**src/rtl/lvd_pkg.sv**
```systemverilog
package lvd_pkg;
    localparam int REG_W  = 8;
    localparam int B_FLAG = 7;
    localparam int B_ACK  = 6;
    localparam int B_IE   = 5;
    localparam int B_RE   = 4;
    localparam int B_SE   = 3;
    localparam int B_EN   = 2;
    localparam int B_BG   = 0;

    typedef struct packed {
        logic ie;
        logic re;
        logic se;
        logic en;
        logic bg;
    } lvd_cfg_t;

    localparam lvd_cfg_t CFG_RST = '{ie: 1'b0, re: 1'b1, se: 1'b1, en: 1'b1, bg: 1'b0};
endpackage

```
**src/rtl/lvd_cfg.sv**
```systemverilog
module lvd_cfg
    import lvd_pkg::*;
#(
    parameter int W = REG_W
) (
    input  logic         clk,
    input  logic         rst_n,
    input  logic         wr_en,
    input  logic [W-1:0] wr_data,
    output lvd_cfg_t     cfg
);
    typedef struct packed {
        lvd_cfg_t cfg;
        logic     locked;
    } cfg_st_t;

    cfg_st_t st_d, st_q;

    always_comb begin
        st_d = st_q;
        if (wr_en) begin
            st_d.cfg.ie = wr_data[B_IE];
            st_d.cfg.se = wr_data[B_SE];
            st_d.cfg.bg = wr_data[B_BG];
            if (!st_q.locked) begin
                st_d.cfg.en = wr_data[B_EN];
                st_d.cfg.re = wr_data[B_RE];
            end
            st_d.locked = 1'b1;
        end
    end

    always_ff @(posedge clk or negedge rst_n) begin
        if (!rst_n) begin
            st_q <= '{cfg: CFG_RST, locked: 1'b0};
        end else begin
            st_q <= st_d;
        end
    end

    assign cfg = st_q.cfg;


    lock_hold_chk: assert property (@(posedge clk) disable iff (!rst_n)
        st_q.locked |=> ($stable(st_q.cfg.en) && $stable(st_q.cfg.re)));
endmodule

```
**src/rtl/lvd_status.sv**
```systemverilog
module lvd_status (
    input  logic clk,
    input  logic por_n,
    input  logic run,
    input  logic lv_det,
    input  logic cmp_en,
    input  logic ack,
    output logic flag,
    output logic acked
);
    typedef struct packed {
        logic flag;
        logic acked;
    } stat_t;

    stat_t st_d, st_q;

    always_comb begin
        st_d = st_q;
        if (run) begin
            if (lv_det && cmp_en) begin
                st_d.flag = 1'b1;
            end else if (ack && !lv_det) begin
                st_d.flag = 1'b0;
            end
            if (ack) begin
                st_d.acked = 1'b1;
            end else if (!st_q.flag) begin
                st_d.acked = 1'b0;
            end
        end
    end

    always_ff @(posedge clk or negedge por_n) begin
        if (!por_n) begin
            st_q <= '0;
        end else begin
            st_q <= st_d;
        end
    end

    assign flag  = st_q.flag;
    assign acked = st_q.acked;


    flag_set_chk: assert property (@(posedge clk) disable iff (!por_n)
        (run && lv_det && cmp_en) |=> st_q.flag);

    flag_sticky_chk: assert property (@(posedge clk) disable iff (!por_n)
        (st_q.flag && !(run && ack && !lv_det)) |=> st_q.flag);

    ack_clear_chk: assert property (@(posedge clk) disable iff (!por_n)
        (run && ack && !lv_det) |=> !st_q.flag);
endmodule

```
**src/rtl/lvd_req.sv**
```systemverilog
module lvd_req (
    input  logic clk,
    input  logic rst_n,
    input  logic lv_det,
    input  logic cmp_en,
    input  logic rst_eff,
    output logic req
);
    logic req_d, req_q;

    always_comb begin
        req_d = lv_det && cmp_en && rst_eff;
    end

    always_ff @(posedge clk or negedge rst_n) begin
        if (!rst_n) begin
            req_q <= 1'b0;
        end else begin
            req_q <= req_d;
        end
    end

    assign req = req_q;
endmodule

```
**src/rtl/lvd_ctrl_reg.sv**
```systemverilog
module lvd_ctrl_reg
    import lvd_pkg::*;
(
    input  logic             clk,
    input  logic             por_n,
    input  logic             sys_rst_n,
    input  logic             lv_det,
    input  logic             stop_mode,
    input  logic             test_mode,
    input  logic             wr_en,
    input  logic [REG_W-1:0] wr_data,
    output logic [REG_W-1:0] rd_data,
    output logic             lvd_irq,
    output logic             lvd_rst_req,
    output logic             cmp_en,
    output logic             bgbuf_en
);
    logic     rst_all_n;
    lvd_cfg_t cfg;
    logic     flag, acked, ack, rst_eff;

    assign rst_all_n = por_n & sys_rst_n;
    assign ack       = wr_en & wr_data[B_ACK];

    lvd_cfg #(.W(REG_W)) u_cfg (
        .clk     (clk),
        .rst_n   (rst_all_n),
        .wr_en   (wr_en),
        .wr_data (wr_data),
        .cfg     (cfg)
    );

    always_comb begin
        cmp_en  = cfg.en && !(stop_mode && !cfg.se);
        rst_eff = cfg.en && cfg.re && !test_mode;
    end

    lvd_status u_status (
        .clk    (clk),
        .por_n  (por_n),
        .run    (sys_rst_n),
        .lv_det (lv_det),
        .cmp_en (cmp_en),
        .ack    (ack),
        .flag   (flag),
        .acked  (acked)
    );

    lvd_req u_req (
        .clk     (clk),
        .rst_n   (rst_all_n),
        .lv_det  (lv_det),
        .cmp_en  (cmp_en),
        .rst_eff (rst_eff),
        .req     (lvd_rst_req)
    );

    always_comb begin
        rd_data         = '0;
        rd_data[B_FLAG] = flag;
        rd_data[B_IE]   = cfg.ie;
        rd_data[B_RE]   = cfg.re;
        rd_data[B_SE]   = cfg.se;
        rd_data[B_EN]   = cfg.en;
        rd_data[B_BG]   = cfg.bg;
        lvd_irq         = flag && cfg.ie && cfg.en && !rst_eff && !acked;
        bgbuf_en        = cfg.bg;
    end


    test_no_req_chk: assert property (@(posedge clk) disable iff (!rst_all_n)
        test_mode |=> !lvd_rst_req);

    off_no_req_chk: assert property (@(posedge clk) disable iff (!rst_all_n)
        !cfg.en |=> !lvd_rst_req);

    ack_reads_zero_chk: assert property (@(posedge clk) disable iff (!rst_all_n)
        !rd_data[B_ACK] && !rd_data[1]);
endmodule

```
**config.mk**
```make
export PLATFORM = sky130hd
export DESIGN_NAME = lvd_ctrl_reg
export DESIGN_NICKNAME = d
export VERILOG_FILES = /design/src/rtl/lvd_pkg.sv /design/src/rtl/lvd_cfg.sv /design/src/rtl/lvd_status.sv /design/src/rtl/lvd_req.sv /design/src/rtl/lvd_ctrl_reg.sv
export SDC_FILE = /design/constraint.sdc
export NUM_CORES = 1
export LEC_CHECK = 0
export ABC_AREA = 1
export BUFFER_PORTS_ARGS = -buffer_cell sky130_fd_sc_hd__clkbuf_2
export CORE_MARGIN = 10
export CORE_UTILIZATION = 36
export CTS_CLUSTER_DIAMETER = 100
export DETAILED_ROUTE_END_ITERATION = 12
export PLACE_DENSITY = 0.7
export SLEW_MARGIN = 20
export SYNTH_ARGS = -nofsm -noshare
export SYNTH_HDL_FRONTEND = slang
export SYNTH_SLANG_ARGS = --single-unit
```
**constraint.sdc**
```tcl
create_clock -name clk -period 0.87 [get_ports clk]
set_input_delay 0.087 -clock clk [delete_from_list [all_inputs] [get_ports clk]]
set_output_delay 0.087 -clock clk [all_outputs]
set_load 0.005 [all_outputs]
```
# Word-level counts from Yosys, hierarchy flattened
# Cells that the tools add are included.
# W data, S select, Z words.
# classes
eq_ne	1
mux	4
n_bitwise	3
reduce_logical	21
# op_table
cell	n
$logic_and A1 B1 Y1	11
$logic_not A1 Y1	6
$reduce_and A2 Y1	3
$mux W1	4
$and A1 B1 Y1	2
$ne A2 B1 Y1 const B	1
$reduce_bool A2 Y1	1
$not A1 Y1	1
# word_totals
reg_bits	9
inputBits	15

# Logic depth before layout (Yosys ltp)
# Gate-level depths: netlist of run 1.
# logic_depth
depth_word	7
ltp_mapped	4
depth_no_buf	4

# Hierarchy
# A second synthesis of run 1 with hierarchy kept.
# unflattened
cells_unflattened	65
area_unflattened_um2	488.0
# by_module_without_submodules
mod	n_inst	cells_per_inst	area_per_inst_um2	seq_area_each_um2
lvd_cfg	1	30	265.3	153.9
lvd_ctrl_reg	1	19	96.3	0.0
lvd_status	1	12	87.6	50.0
lvd_req	1	4	38.8	25.0

# Worst setup path after synthesis of run 1
# Ideal clock, no wire load.
# synth_path
path_kind	reg-to-output
from	register u_cfg.st_q (netlist bit u_cfg.cfg[1])
to	output port lvd_irq
arrival_ns	0.821
required_time_ns	0.783
path_slack_ns	-0.038
path_stages_with_launch	3
n_path_buf	0
cell_sequence	dfstp_2 > nand3_1 > nor3_1
# synth_via
elab_chain_len	5
# synth_rtl
element	line_no	rtl
start: declaration	lvd_cfg.sv:17	cfg_st_t st_d, st_q;
start signal: assignment	lvd_cfg.sv:35	st_q <= '{cfg: CFG_RST, locked: 1'b0};
start signal: assignment	lvd_cfg.sv:37	st_q <= st_d;
$logic_and A1 B1 Y1 (2 in series)	lvd_ctrl_reg.sv:35	rst_eff = cfg.en && cfg.re && !test_mode;
$logic_not A1 Y1	lvd_ctrl_reg.sv:66	lvd_irq = flag && cfg.ie && cfg.en && !rst_eff && !acked;
$logic_and A1 B1 Y1 (*) (2 in series)	lvd_ctrl_reg.sv:66	
end: declaration	lvd_ctrl_reg.sv:13	output logic lvd_irq,
# Mark *: on every way between the ends. The rest lies on a longest branch, timed or not.

# Worst setup path in the final report of run 1
# Ends and elaborated chain as after synthesis.

==> flow_summary.json, run 1 <==
{
  "crit_path_start_kind": "flip-flop",
  "violations": "setup timing",
  "htreeDepth": 1,
  "via_per_inst": 4.40,
  "fin_util_pct": 53.7,
  "power_density_nw_per_um2": 1440,
  "endpoint_kind": "output pin",
  "crit_end": "lvd_irq",
  "hpwlAfterDp_um": 911,
  "layout_commonest_cell": "clkbuf_2",
  "hold_violations": 0,
  "antenna_found_initial": 0,
  "finalCriticalPeriod_ns": 1.26,
  "critPathMaxFanout": 6,
  "dieArea_sq_um": 3160,
  "p_comb_share_pct": 19.0,
  "final_cells": 100,
  "reg2regPathDepth": 5,
  "total_leakage_power_nw": 0.385,
  "synth.area.top_cells": "dfrtp_1, dfstp_2, buf_4, nand2_1, inv_1",
  "slowest_delay_ns": 0.59,
  "yosysWarnings": 0,
  "cts_buffers": 3,
  "synth_top_area_share_pct": 31.7,
  "routed_wl_um": 1270,
  "synth_cells": 58,
  "period_share_pct": 145,
  "grt_overflow_total": 0,
  "synthDistinctLibCells": 15,
  "cts.clk_slew.worst_paths_ns": 0.07,
  "ant_nets": 0,
  "track_usage_pct": 8.31,
  "drt_pass1_iterations": 4,
  "grt_pass1_wl_um": 2010,
  "crit_arrival_ns": 1.17,
  "ys_seq_elements": 9,
  "rrSetupSlack_ns": -0.17,
  "die_h_um": 56.2,
  "area_growth_pct": 44.2,
  "grt_pass1_vias": 455,
  "synth_area_sq_um": 473,
  "final_cell_mix": "clkbuf_2, nand2_1, inv_1",
  "finClkSkew_ns": 0.0111,
  "layout-drive-gt1-share_pct": 55.3,
  "ir_drop_mv": 0.612,
  "nets": 101,
  "drtIter0Drc": 3,
  "syn_avg_cell_area_sq_um": 8.15,
  "drc": 0,
  "p_switching_w": 0.000263,
  "rsz0062_at_grt": "true",
  "drv_cap": 0,
  "finalPower_w": 0.000983,
  "clk-insertion-delay-late_ns": 0.26,
  "worstSetupPathType": "flip-flop to output pin",
  "num_rows": 13,
  "num_antenna_cells": 0,
  "dp_cells": 89,
  "grt_max_degree": 10,
  "worst-endpoint-required_ns": 0.78,
  "cts.path.max_buffers": 2,
  "via_count": 440,
  "preCtsSetupSlack_ns": -0.159,
  "setup_slack_ns": -0.389,
  "setup_viol": 10,
  "r2r-start": "u_cfg.cfg[1]$_DFFE_PN1P_",
  "die_w_um": 56.2,
  "status": "finished, violations left",
  "power.share.sequential_pct": 48.6,
  "r2r-end": "u_req.req$_DFF_PN0_",
  "clockPowerShare_pct": 32.4,
  "cts-root-buf": "clkbuf_4",
  "hold_slack_ns": 0.0159,
  "p_int_w": 0.000720,
  "ioPinCount": 27,
  "gp_congestion": 0.798,
  "slowest_stage": "dfstp_2",
  "synth_top_area_cell": "dfrtp_1",
  "tritoncts": "done",
  "io_buffers": 22,
  "core_sq_um": 1270,
  "start_util_pct": 37.3,
  "routedWlPerCell_um": 12.7,
  "ys_seq_area_share_pct": 48.4,
  "crit_path_start": "u_cfg.cfg[1]$_DFFE_PN1P_",
  "worstPathCellList": "nand2_2 -> nor2_4 -> nor3_2 -> clkbuf_2",
  "hold_path_class": "input pin to flip-flop",
  "fmax_mhz": 794,
  "switching_share_pct": 26.8,
  "drv_slew": 0,
  "cts.sinks": 9
}
[through the flow]
stage               setup TNS (ns)  area, sq um
floorplan                  -0.0510          482
global placement            -0.258          558
detailed placement          -0.339          558
CTS                          -1.71          652
global route                 -2.35          682
finish                       -1.62          682
[critical path: cells and delay by family (launching register included)]
family                 cells  cell delay (ns)
buffers and inverters      1             0.11
DFF                        1             0.59
and+or+nand+nor            3             0.21
[what timing repair did]
| action | 4_1_cts | 5_1_grt |
|---|---|---|
| pin swaps | 5 | 2 |
| endpoints found under the hold margin | 6 | 0 |
| setup endpoints to repair | 11 | 15 |
| gates resized for setup | 7 | 8 |
| hold buffers | 2 | 0 |
| buffers inserted | 3 | 4 |
[kinds of logic after synthesis]
| logic type | after synthesis | share of synthesized area (%) |
|---|---|---|
| AO/OA/AOI/OAI | 4 | 4.23 |
| buffers and inverters | 17 | 20.6 |
| flip-flops | 9 | 48.4 |
| other | 1 | 0.793 |
| AND/OR/NAND/NOR | 27 | 25.9 |
[worst min-delay path by stage]
stage / startpoint / to / slack (ns) / cells after the start
after floorplan: por_n / u_status.acked$_DFFE_PN0P_ / -0.21 / 0
after global placement: por_n / u_status.acked$_DFFE_PN0P_ / -0.12 / 1
after detailed placement: por_n / u_status.acked$_DFFE_PN0P_ / -0.12 / 1
after CTS: wr_data[0] / u_cfg.cfg[0]$_DFFE_PN0P_ / 0.01 / 3
after global routing: wr_data[0] / u_cfg.cfg[0]$_DFFE_PN0P_ / 0.02 / 3
final: wr_data[0] / u_cfg.cfg[0]$_DFFE_PN0P_ / 0.02 / 3
[cell usage after synthesis]
cell type and count:
dfstp_2 3, nand2_1 15, nor2_1 1, nand3_1 4, buf_4 9, nand2_2 2, inv_1 8, nor3_1 1
conb_1 1, nor2_2 2, a21oi_1 2, nand4_1 2, dfrtp_1 6, o21ai_0 1, o21ai_1 1
[metal layers]
layer	track usage (%)	up-vias	part of all wire, %	routed length, um
li1	-	223	-	-
met1	7.52	194	40	508
met2	13.5	19	51	655
met3	4.79	4	6.0	77
met4	6.19	0	2.4	31
met5	0	-	0	0
[sequential cells by signal, indices dropped and copies added, names as in the netlist]
| register | flops |
|---|---|
| u_cfg.cfg | 5 |
| u_cfg.st_q | 1 |
| u_req.req | 1 |
| u_status.acked | 1 |
| u_status.flag | 1 |
[power groups by stage]
stage	Clock, W	Combinational [W]	Sequential (W)
after global routing	0.000374	0.000212	0.000480
after global placement	0	0.000148	0.000481
after detailed placement	0	0.000150	0.000481
after CTS	0.000335	0.000171	0.000478
after floorplan	0	0.000101	0.000478
final	0.000319	0.000187	0.000477
[area by class of cell]
cell class / instances / area (sq um)
tap: 15 / 18.8
sequential: 9 / 229
clock inverter: 1 / 5.00
fill: 120 / 587
inverter: 8 / 30.0
timing repair buffer: 31 / 200
multi-input combinational: 33 / 176
clock buffer: 3 / 22.5
No activity file was read; power rests on OpenSTA's default activity.
==> run 2: changes to the inputs <==
--- a/config.mk
+++ b/config.mk
@@ -8,11 +8,12 @@
 export ABC_AREA = 1
 export BUFFER_PORTS_ARGS = -buffer_cell sky130_fd_sc_hd__clkbuf_2
 export CORE_MARGIN = 10
-export CORE_UTILIZATION = 36
+export CORE_UTILIZATION = 37
 export CTS_CLUSTER_DIAMETER = 100
 export DETAILED_ROUTE_END_ITERATION = 12
-export PLACE_DENSITY = 0.7
+export PLACE_DENSITY = 0.71
 export SLEW_MARGIN = 20
 export SYNTH_ARGS = -nofsm -noshare
 export SYNTH_HDL_FRONTEND = slang
+export SYNTH_HIERARCHICAL = 1
 export SYNTH_SLANG_ARGS = --single-unit
==> flow_summary.json, run 2 <==
{
  "drc": 0,
  "routedWlPerCell_um": 11.6,
  "antenna_found_initial": 0,
  "cts-root-buf": "clkbuf_4",
  "fmax_mhz": 853,
  "critPathMaxFanout": 3,
  "tritoncts": "done",
  "setup_slack_ns": -0.303,
  "p_int_w": 0.000710,
  "yosysWarnings": 6,
  "synth.area.mux_share_pct": 0,
  "htreeDepth": 1,
  "r2r-end": "u_req/req$_DFF_PN0_",
  "total_leakage_power_nw": 0.421,
  "layout-drive-gt1-share_pct": 56.8,
  "ys_top_cells_by_count": "nand2_1, inv_1, buf_4, dfrtp_1",
  "synthAdderAreaFrac_pct": 0,
  "worstHoldEndpoint": "u_cfg/cfg[2]$_DFFE_PN1P_",
  "cts_buffers": 3,
  "reg2regPathDepth": 6,
  "io_buffers": 22,
  "synth_top_area_share_pct": 30.8,
  "synthSimpleGateAreaFrac_pct": 29.7,
  "clk-insertion-delay-late_ns": 0.26,
  "die_h_um": 56.3,
  "grt_pass1_vias": 465,
  "grt_pass1_wl_um": 2080,
  "yosysMostFrequentCell": "nand2_1",
  "area_growth_pct": 49.5,
  "p_switching_w": 0.000245,
  "syn_avg_cell_area_sq_um": 7.51,
  "gp_congestion": 0.729,
  "start_util_pct": 38.5,
  "worst-endpoint-required_ns": 0.78,
  "async_flop_share_pct": 100,
  "nets": 111,
  "ioPinCount": 27,
  "grt_max_degree": 9,
  "setup_viol": 10,
  "r2r-start": "u_cfg/cfg[1]$_DFFE_PN1P_",
  "core_sq_um": 1270,
  "via_count": 460,
  "hpwlAfterDp_um": 978,
  "synth_xor_area_share_pct": 0,
  "layout_commonest_cell": "nand2_1",
  "dpl_cell_area_sq_um": 579,
  "track_usage_pct": 8.30,
  "synth_edf_count": 0,
  "synth_top_flop_cell": "dfrtp_1",
  "clockPowerShare_pct": 32.6,
  "synth_area_sq_um": 488,
  "cts.clk_slew.worst_paths_ns": 0.06,
  "switching_share_pct": 25.6,
  "finClkSkew_ns": 0.00807,
  "preCtsSetupSlack_ns": -0.135,
  "rsz0062_at_grt": "true",
  "drv_cap": 0,
  "worstSetupPathType": "flip-flop to output pin",
  "num_antenna_cells": 0,
  "min_from": "wr_data[3]",
  "synth_compound_area_share_pct": 1.03,
  "slowest_stage": "dfstp_2",
  "power_density_nw_per_um2": 1310,
  "ant_nets": 0,
  "ys_seq_area_share_pct": 46.9,
  "synth_top_family_by_area": "simple AND/OR/NAND/NOR gates",
  "ys_seq_elements": 9,
  "drv_slew": 0,
  "worstPathCellList": "inv_2 -> a21oi_2 -> buf_2",
  "die_w_um": 56.3,
  "hold_path_class": "input pin to flip-flop",
  "largest_reg_flops": 5,
  "crit_path_start_kind": "flip-flop",
  "power.share.sequential_pct": 49.0,
  "ir_drop_mv": 0.652,
  "rrSetupSlack_ns": -0.25,
  "cts.sinks": 9,
  "drtIter0Drc": 10,
  "period_share_pct": 135,
  "hold_slack_ns": 0.0131,
  "slowest_delay_ns": 0.55,
  "via_per_inst": 4.18,
  "synth_top_area_cell": "dfrtp_1",
  "cts.path.max_buffers": 2,
  "num_rows": 13,
  "synthDistinctLibCells": 11,
  "drt_pass1_iterations": 4,
  "synth.area.top_cells": "dfrtp_1, nand2_1, dfstp_2, buf_4, inv_1",
  "endpoint_kind": "output pin",
  "dieArea_sq_um": 3170,
  "routed_wl_um": 1280,
  "holdPathStages": 3,
  "grt_overflow_total": 0,
  "status": "finished, violations left",
  "finalCriticalPeriod_ns": 1.17,
  "p_comb_share_pct": 18.3,
  "final_cell_mix": "nand2_1, clkbuf_2, nand2_2",
  "synth_cells": 65,
  "violations": "setup timing",
  "crit_arrival_ns": 1.09,
  "final_area_sq_um": 729,
  "fin_util_pct": 57.5,
  "hold_violations": 0
}
-- run 2: worst max-delay path by stage --
stage | startpoint | endpoint | slack (ns) | cells past startpoint
3_3_place_gp | u_cfg/cfg[1]$_DFFE_PN1P_ | u_status/flag$_DFFE_PN0P_ | -0.11 | 6
6_report | u_cfg/cfg[1]$_DFFE_PN1P_ | cmp_en | -0.30 | 3
5_1_grt | u_cfg/cfg[1]$_DFFE_PN1P_ | cmp_en | -0.41 | 3
3_5_place_dp | u_cfg/cfg[1]$_DFFE_PN1P_ | u_status/flag$_DFFE_PN0P_ | -0.13 | 6
4_1_cts | u_cfg/cfg[1]$_DFFE_PN1P_ | cmp_en | -0.32 | 3
2_1_floorplan | u_cfg/cfg[2]$_DFFE_PN1P_ | u_status/flag$_DFFE_PN0P_ | -0.17 | 7
-- run 2: repair_timing --
item	CTS	global route
pin swaps	3	3
setup endpoints to repair	11	13
setup buffers	4	4
hold buffers	2	0
endpoints found under the hold margin	6	0
gates resized for setup	5	12
-- run 2: stage by stage --
stage	total power, W	std cells	TNS [ns]
floorplan	0.000570	66	-0.325
global route	0.00103	110	-2.50
CTS	0.000945	107	-1.75
global placement	0.000604	97	-0.253
finish	0.000955	110	-1.73
detailed placement	0.000609	97	-0.337
-- run 2: per-layer routing --
layer	vias to the layer above	GRT usage, %	wire length, um
li1	239	-	-
met2	16	13.0	653
met5	-	0	0
met3	2	4.49	97
met4	0	5.15	21
met1	203	8.45	508
-- run 2: power by group through the flow --
stage / Clock, W / Sequential, W / Combinational, W
global route: 0.000358 / 0.000471 / 0.000198
floorplan: 0 / 0.000468 / 0.000102
CTS: 0.000327 / 0.000469 / 0.000150
global placement: 0 / 0.000473 / 0.000130
detailed placement: 0 / 0.000475 / 0.000133
finish: 0.000312 / 0.000468 / 0.000175
-- run 2: cells by family (layout without fill, tap and decap cells) --
| kind of cell | after synthesis | after routing |
|---|---|---|
| AND/OR/NAND/NOR | 35 | 35 |
| flip-flops | 9 | 9 |
| other | 1 | 2 |
| buffers and inverters | 19 | 48 |
| AO/OA/AOI/OAI | 1 | 1 |
-- run 2: final cells by class --
| type | count | area (sq um) |
|---|---|---|
| Fill cell | 125 | 539 |
| Timing Repair Buffer | 34 | 233 |
| Sequential cell | 9 | 229 |
| Multi-Input combinational cell | 38 | 184 |
| Inverter | 10 | 37.5 |
| Clock buffer | 3 | 22.5 |
| Tap cell | 15 | 18.8 |
| Clock inverter | 1 | 5.00 |
-- run 2: worst max-delay path, delay by kind of cell (launching register included) --
family                 cells  cell delay, ns
DFF                        1            0.55
buffers and inverters      2            0.17
AOI/OAI and AO/OA          1            0.11
